`src/rtl/cnt_irq_pkg.sv`:
```
// Package: shared constants for the counter event interrupt controller.
// Assumes the five sources use a fixed bit order that software decodes.
package cnt_irq_pkg;
    localparam int NUM_SRC = 5;

    // Bit position of each source in the enable, cause and acknowledge vectors
    typedef enum int {
        SRC_GATE_OPEN  = 0,
        SRC_GATE_CLOSE = 1,
        SRC_CMP        = 2,
        SRC_OVF        = 3,
        SRC_UNF        = 4
    } src_idx_e;

    // Sources that also need the software gate to be open
    localparam logic [NUM_SRC-1:0] GATE_SRC_MASK =
        (NUM_SRC'(1) << SRC_GATE_OPEN) | (NUM_SRC'(1) << SRC_GATE_CLOSE);
endpackage

```
`src/rtl/cirq_gate_edge.sv`:
```
// Module: cirq_gate_edge
// Finds rising and falling edges of an already synchronized gate level.
// Each edge is compared against a registered copy, so one edge gives a
// one-cycle pulse. After reset the first sampled level only primes the
// copy and produces no edge.
module cirq_gate_edge (
    input  logic clk,
    input  logic rst_n,
    input  logic lvl,
    output logic rise,
    output logic fall
);
    logic lvl_q;
    logic primed;

    // Keep the previous gate level and mark when it is valid
    always_ff @(posedge clk) begin
        if (!rst_n) begin
            lvl_q  <= 1'b0;
            primed <= 1'b0;
        end else begin
            lvl_q  <= lvl;
            primed <= 1'b1;
        end
    end

    // Edge pulses are valid only once the copy holds a real sample
    always_comb begin
        rise = primed &  lvl & ~lvl_q;
        fall = primed & ~lvl &  lvl_q;
    end
endmodule

```
`src/rtl/cirq_qualify.sv`:
```
// Module: cirq_qualify
// Gates each raw event with its enable bit. The sources named in
// GATE_MASK also need the software gate to be open. Purely
// combinational, with nothing held pending.
module cirq_qualify #(
    parameter int               WIDTH     = 5,
    parameter logic [WIDTH-1:0] GATE_MASK = '0
) (
    input  logic [WIDTH-1:0] raw_evt,
    input  logic [WIDTH-1:0] en,
    input  logic             sw_open,
    output logic [WIDTH-1:0] qual_evt
);
    for (genvar i = 0; i < WIDTH; i++) begin : g_src
        if (GATE_MASK[i]) begin : g_gated
            // Gate edge source: enable and software gate both needed
            always_comb qual_evt[i] = raw_evt[i] & en[i] & sw_open;
        end else begin : g_plain
            // Counter source: the enable alone decides
            always_comb qual_evt[i] = raw_evt[i] & en[i];
        end
    end
endmodule

```
`src/rtl/cirq_cause_reg.sv`:
```
// Module: cirq_cause_reg
// Sticky cause bits with a write-one-to-clear acknowledge. A set and a
// clear of the same bit in the same cycle leave the bit set.
module cirq_cause_reg #(
    parameter int WIDTH = 5
) (
    input  logic             clk,
    input  logic             rst_n,
    input  logic [WIDTH-1:0] set_evt,
    input  logic [WIDTH-1:0] clr_mask,
    output logic [WIDTH-1:0] bits
);
    for (genvar i = 0; i < WIDTH; i++) begin : g_bit
        // One sticky bit: a set wins over a clear
        always_ff @(posedge clk) begin
            if (!rst_n)
                bits[i] <= 1'b0;
            else if (set_evt[i])
                bits[i] <= 1'b1;
            else if (clr_mask[i])
                bits[i] <= 1'b0;
        end
    end
endmodule

```
`src/rtl/cnt_irq_ctrl.sv`:
```
// Module: cnt_irq_ctrl (top)
// Interrupt controller for one counting channel. It detects gate edges,
// qualifies all five sources, latches causes and drives the request.
// Assumes the gate level is synchronized and the strobes are single-cycle.
module cnt_irq_ctrl
    import cnt_irq_pkg::*;
(
    input  logic               clk,
    input  logic               rst_n,
    input  logic               gate_lvl,
    input  logic               sw_gate_open,
    input  logic               cmp_hit,
    input  logic               ovf_hit,
    input  logic               unf_hit,
    input  logic [NUM_SRC-1:0] src_en,
    input  logic [NUM_SRC-1:0] ack_clr,
    output logic               irq_req,
    output logic [NUM_SRC-1:0] cause
);
    logic               gate_rise;
    logic               gate_fall;
    logic [NUM_SRC-1:0] raw_evt;
    logic [NUM_SRC-1:0] qual_evt;

    cirq_gate_edge u_edge (
        .clk  (clk),
        .rst_n(rst_n),
        .lvl  (gate_lvl),
        .rise (gate_rise),
        .fall (gate_fall)
    );

    // Collect the raw events in the bit order of the cause vector
    always_comb begin
        raw_evt                 = '0;
        raw_evt[SRC_GATE_OPEN]  = gate_rise;
        raw_evt[SRC_GATE_CLOSE] = gate_fall;
        raw_evt[SRC_CMP]        = cmp_hit;
        raw_evt[SRC_OVF]        = ovf_hit;
        raw_evt[SRC_UNF]        = unf_hit;
    end

    cirq_qualify #(
        .WIDTH    (NUM_SRC),
        .GATE_MASK(GATE_SRC_MASK)
    ) u_qual (
        .raw_evt (raw_evt),
        .en      (src_en),
        .sw_open (sw_gate_open),
        .qual_evt(qual_evt)
    );

    cirq_cause_reg #(
        .WIDTH(NUM_SRC)
    ) u_cause (
        .clk     (clk),
        .rst_n   (rst_n),
        .set_evt (qual_evt),
        .clr_mask(ack_clr),
        .bits    (cause)
    );

    // The request is high while any cause bit is set
    always_comb irq_req = |cause;
endmodule

```
`config.mk`:
```
export PLATFORM = sky130hd
export DESIGN_NAME = cnt_irq_ctrl
export DESIGN_NICKNAME = d
export VERILOG_FILES = /design/src/rtl/cnt_irq_pkg.sv /design/src/rtl/cirq_gate_edge.sv /design/src/rtl/cirq_qualify.sv /design/src/rtl/cirq_cause_reg.sv /design/src/rtl/cnt_irq_ctrl.sv
export SDC_FILE = /design/constraint.sdc
export NUM_CORES = 1
export LEC_CHECK = 0
export BUFFER_PORTS_ARGS = -buffer_cell sky130_fd_sc_hd__buf_2
export CAP_MARGIN = 20
export CORE_AREA = 5 5 42 44
export DETAILED_ROUTE_END_ITERATION = 12
export DIE_AREA = 0 0 47 49
export PLACE_DENSITY = 0.6
export RECOVER_POWER = 25
export SLEW_MARGIN = 5
export SYNTH_ARGS = -nofsm -noshare
export SYNTH_HDL_FRONTEND = slang
export SYNTH_SLANG_ARGS = --single-unit
```
`constraint.sdc`:
```
create_clock -name clk -period 1.45 [get_ports clk]
set_clock_uncertainty 0.2 [all_clocks]
set_input_delay 0.145 -clock clk [delete_from_list [all_inputs] [get_ports clk]]
set_output_delay 0.145 -clock clk [all_outputs]
set_load 0.05 [all_outputs]
```
==> out/metrics.csv <==
metric,value,unit
fp.dieArea,2300,µm²
cts_buffers,3,
ys_seq_area_share,52.6,%
worstSetupPathType,flip-flop to output pin,
n_antenna_cell,0,
fin_nets,87,
synth-main-ff-cell,dfxtp_1,
syn_inst,27,
finalSetupViolCount,0,
yosysMostFrequentCell,dfxtp_1,
synthAdderAreaFrac,0,%
avgSynthCellArea,9.87,µm²
gp_congestion,0.545,
insertion_delay,0.25,ns
grt_setup_unrepaired,no,
drc_errors,0,
drtPass1Iterations,1,
syn_area,267,µm²
yosys.area.top_type_share,52.6,%
area_delta_synth_final,121,%
synth_top_family_by_area,simple AND/OR/NAND/NOR gates,
drt-vias-per-instance,3.96,
root_buffer,clkbuf_4,
antenna_found_initial,0,
synthArstFlopShare,0,%
worst_pin_slew,0.349,ns
total_power,0.495,mW
fill_cells,151,
crit_family,flip-flops,
grt_pass1_wl,1240,µm
ir_drop,0.535,mV
stdcell_area,588,µm²
synth_nets,44,
ys_types,11,
cpPeakStageDelay,0.32,ns
hold_path_class,flip-flop to flip-flop,
max_cap_violations,0,
cts.clk_slew.worst_paths,0.05,ns
multiInputGateArea,131,µm²
grt_pass1_vias,321,
fp.dieW,47,µm
synth_xor_area_share,0,%
grt_usage,7.91,%
core,1400,µm²
synth-compound-area-share,15.0,%
detail_route.wl_per_cell,10.5,µm
wirelength,890,µm
critPathLaunch,u_cause.bits[1],
synthMuxAreaShare,0,%
overflow,0,
holdWs,0.250,ns
yosys.area.top_type,dfxtp_1,
drive_gt1_share,42.0,%
synthSimpleGateAreaFrac,32.4,%
clock.fmax,744,MHz
worst_slew_margin_rel,76.8,%
finalCritPeriodShare,92.6,%
io_buffers,22,
pin_count,23,
cts_sinks,7,
leakagePower,0.272,nW
worst-path-buf-inv,1,
path_cells,"nor3_2, nand2_1, buf_2",
ant_nets,0,
crit_arrival,1.00,ns
htreeDepth,1,
final_util,42.0,%
tns,0,ns
endpoint_kind,output pin,
cts_tree,done,
reg2reg_setup_slack,0.60,ns
synth-edff-count,0,
grt_max_degree,9,
start_util,19.0,%
register_area,141,µm²
placed_area,398,µm²
slew_violations,0,
p_per_area,842,nW/µm²
first_iter_violations,0,
fp.dieH,49,µm
cts_buffer_depth,2,
worstPathRequired,1.11,ns
crit_fanout,3,
synth_area_leaders,"dfxtp_1, a21boi_0, nand3b_1",
yosysWarnings,0,
ys_ff_latch,7,
period_minus_slack,1.34,ns
ys_top_cells_by_count,"dfxtp_1, nand2_1, a21boi_0, nand2b_1, nand3b_1",
reg2reg_from,u_cause.bits[3],
num_vias,337,
rows,14,
worstHoldStart,u_edge.lvl_q,
hold_viol,0,
outcome,"finished, final reports clean",
crit_slowest_cell,dfxtp_2,
worst_setup_path_start_kind,flip-flop,
## per-layer routing
layer	GRT usage, %	routed length [µm]
met5	0	0
met4	2.76	0
met3	5.54	98
met2	13.3	449
met1	7.10	342
## through the flow
stage                     setup slack, ns  instances
after global routing               0.0555         85
after floorplan                    0.0166         27
after global placement              0.360         65
after detailed placement            0.341         65
after CTS                          0.0686         85
final                               0.107         85
## registers in the layout (all words and copies together), names as in the netlist
name and flops:
u_cause.bits 5, u_edge.lvl_q 1, u_edge.primed 1
## power by group
part	leakage (nW)	internal, mW	switching [mW]
combinational	0.199	0.0589	0.0550
clock	0.0150	0.105	0.0695
sequential	0.0582	0.201	0.00545
## worst paths after layout
kind	endpoint	depth (start not counted)
min reg2reg	u_cause.bits[0]	1
max reg2reg	u_cause.bits[3]	2
min	u_cause.bits[0]	1
max	irq_req	3
## placed cells by master, fill, tap and decap left out, drive strengths merged
master and instances:
nand3b 3, nor2 1, o31ai 1, and2 1, a21boi 3, nand2 5, nand3 1, clkbuf 5
dfxtp 7, nor3 1, buf 21, o21ai 1, dlygate4sd3 16, nand2b 3
## cell type report
type / instances / area share, %
clock buffer: 4 / 4.47
timing repair buffer: 38 / 45.7
sequential: 7 / 24.0
multi-input combinational: 20 / 22.3
tap: 16 / 3.40
## timing repair
item | in CTS | in global routing
gates resized for setup | 0 | 1
endpoints found under the hold margin | 7 | 0
hold buffers | 16 | 0
endpoints found under the setup margin | 0 | 1
buffers inserted | 0 | 0
## logic make-up after synthesis
family             after synthesis
and+or+nand+nor                 15
DFF                              7
AOI/OAI and AO/OA                5
No activity file was read; power rests on OpenSTA's default activity.
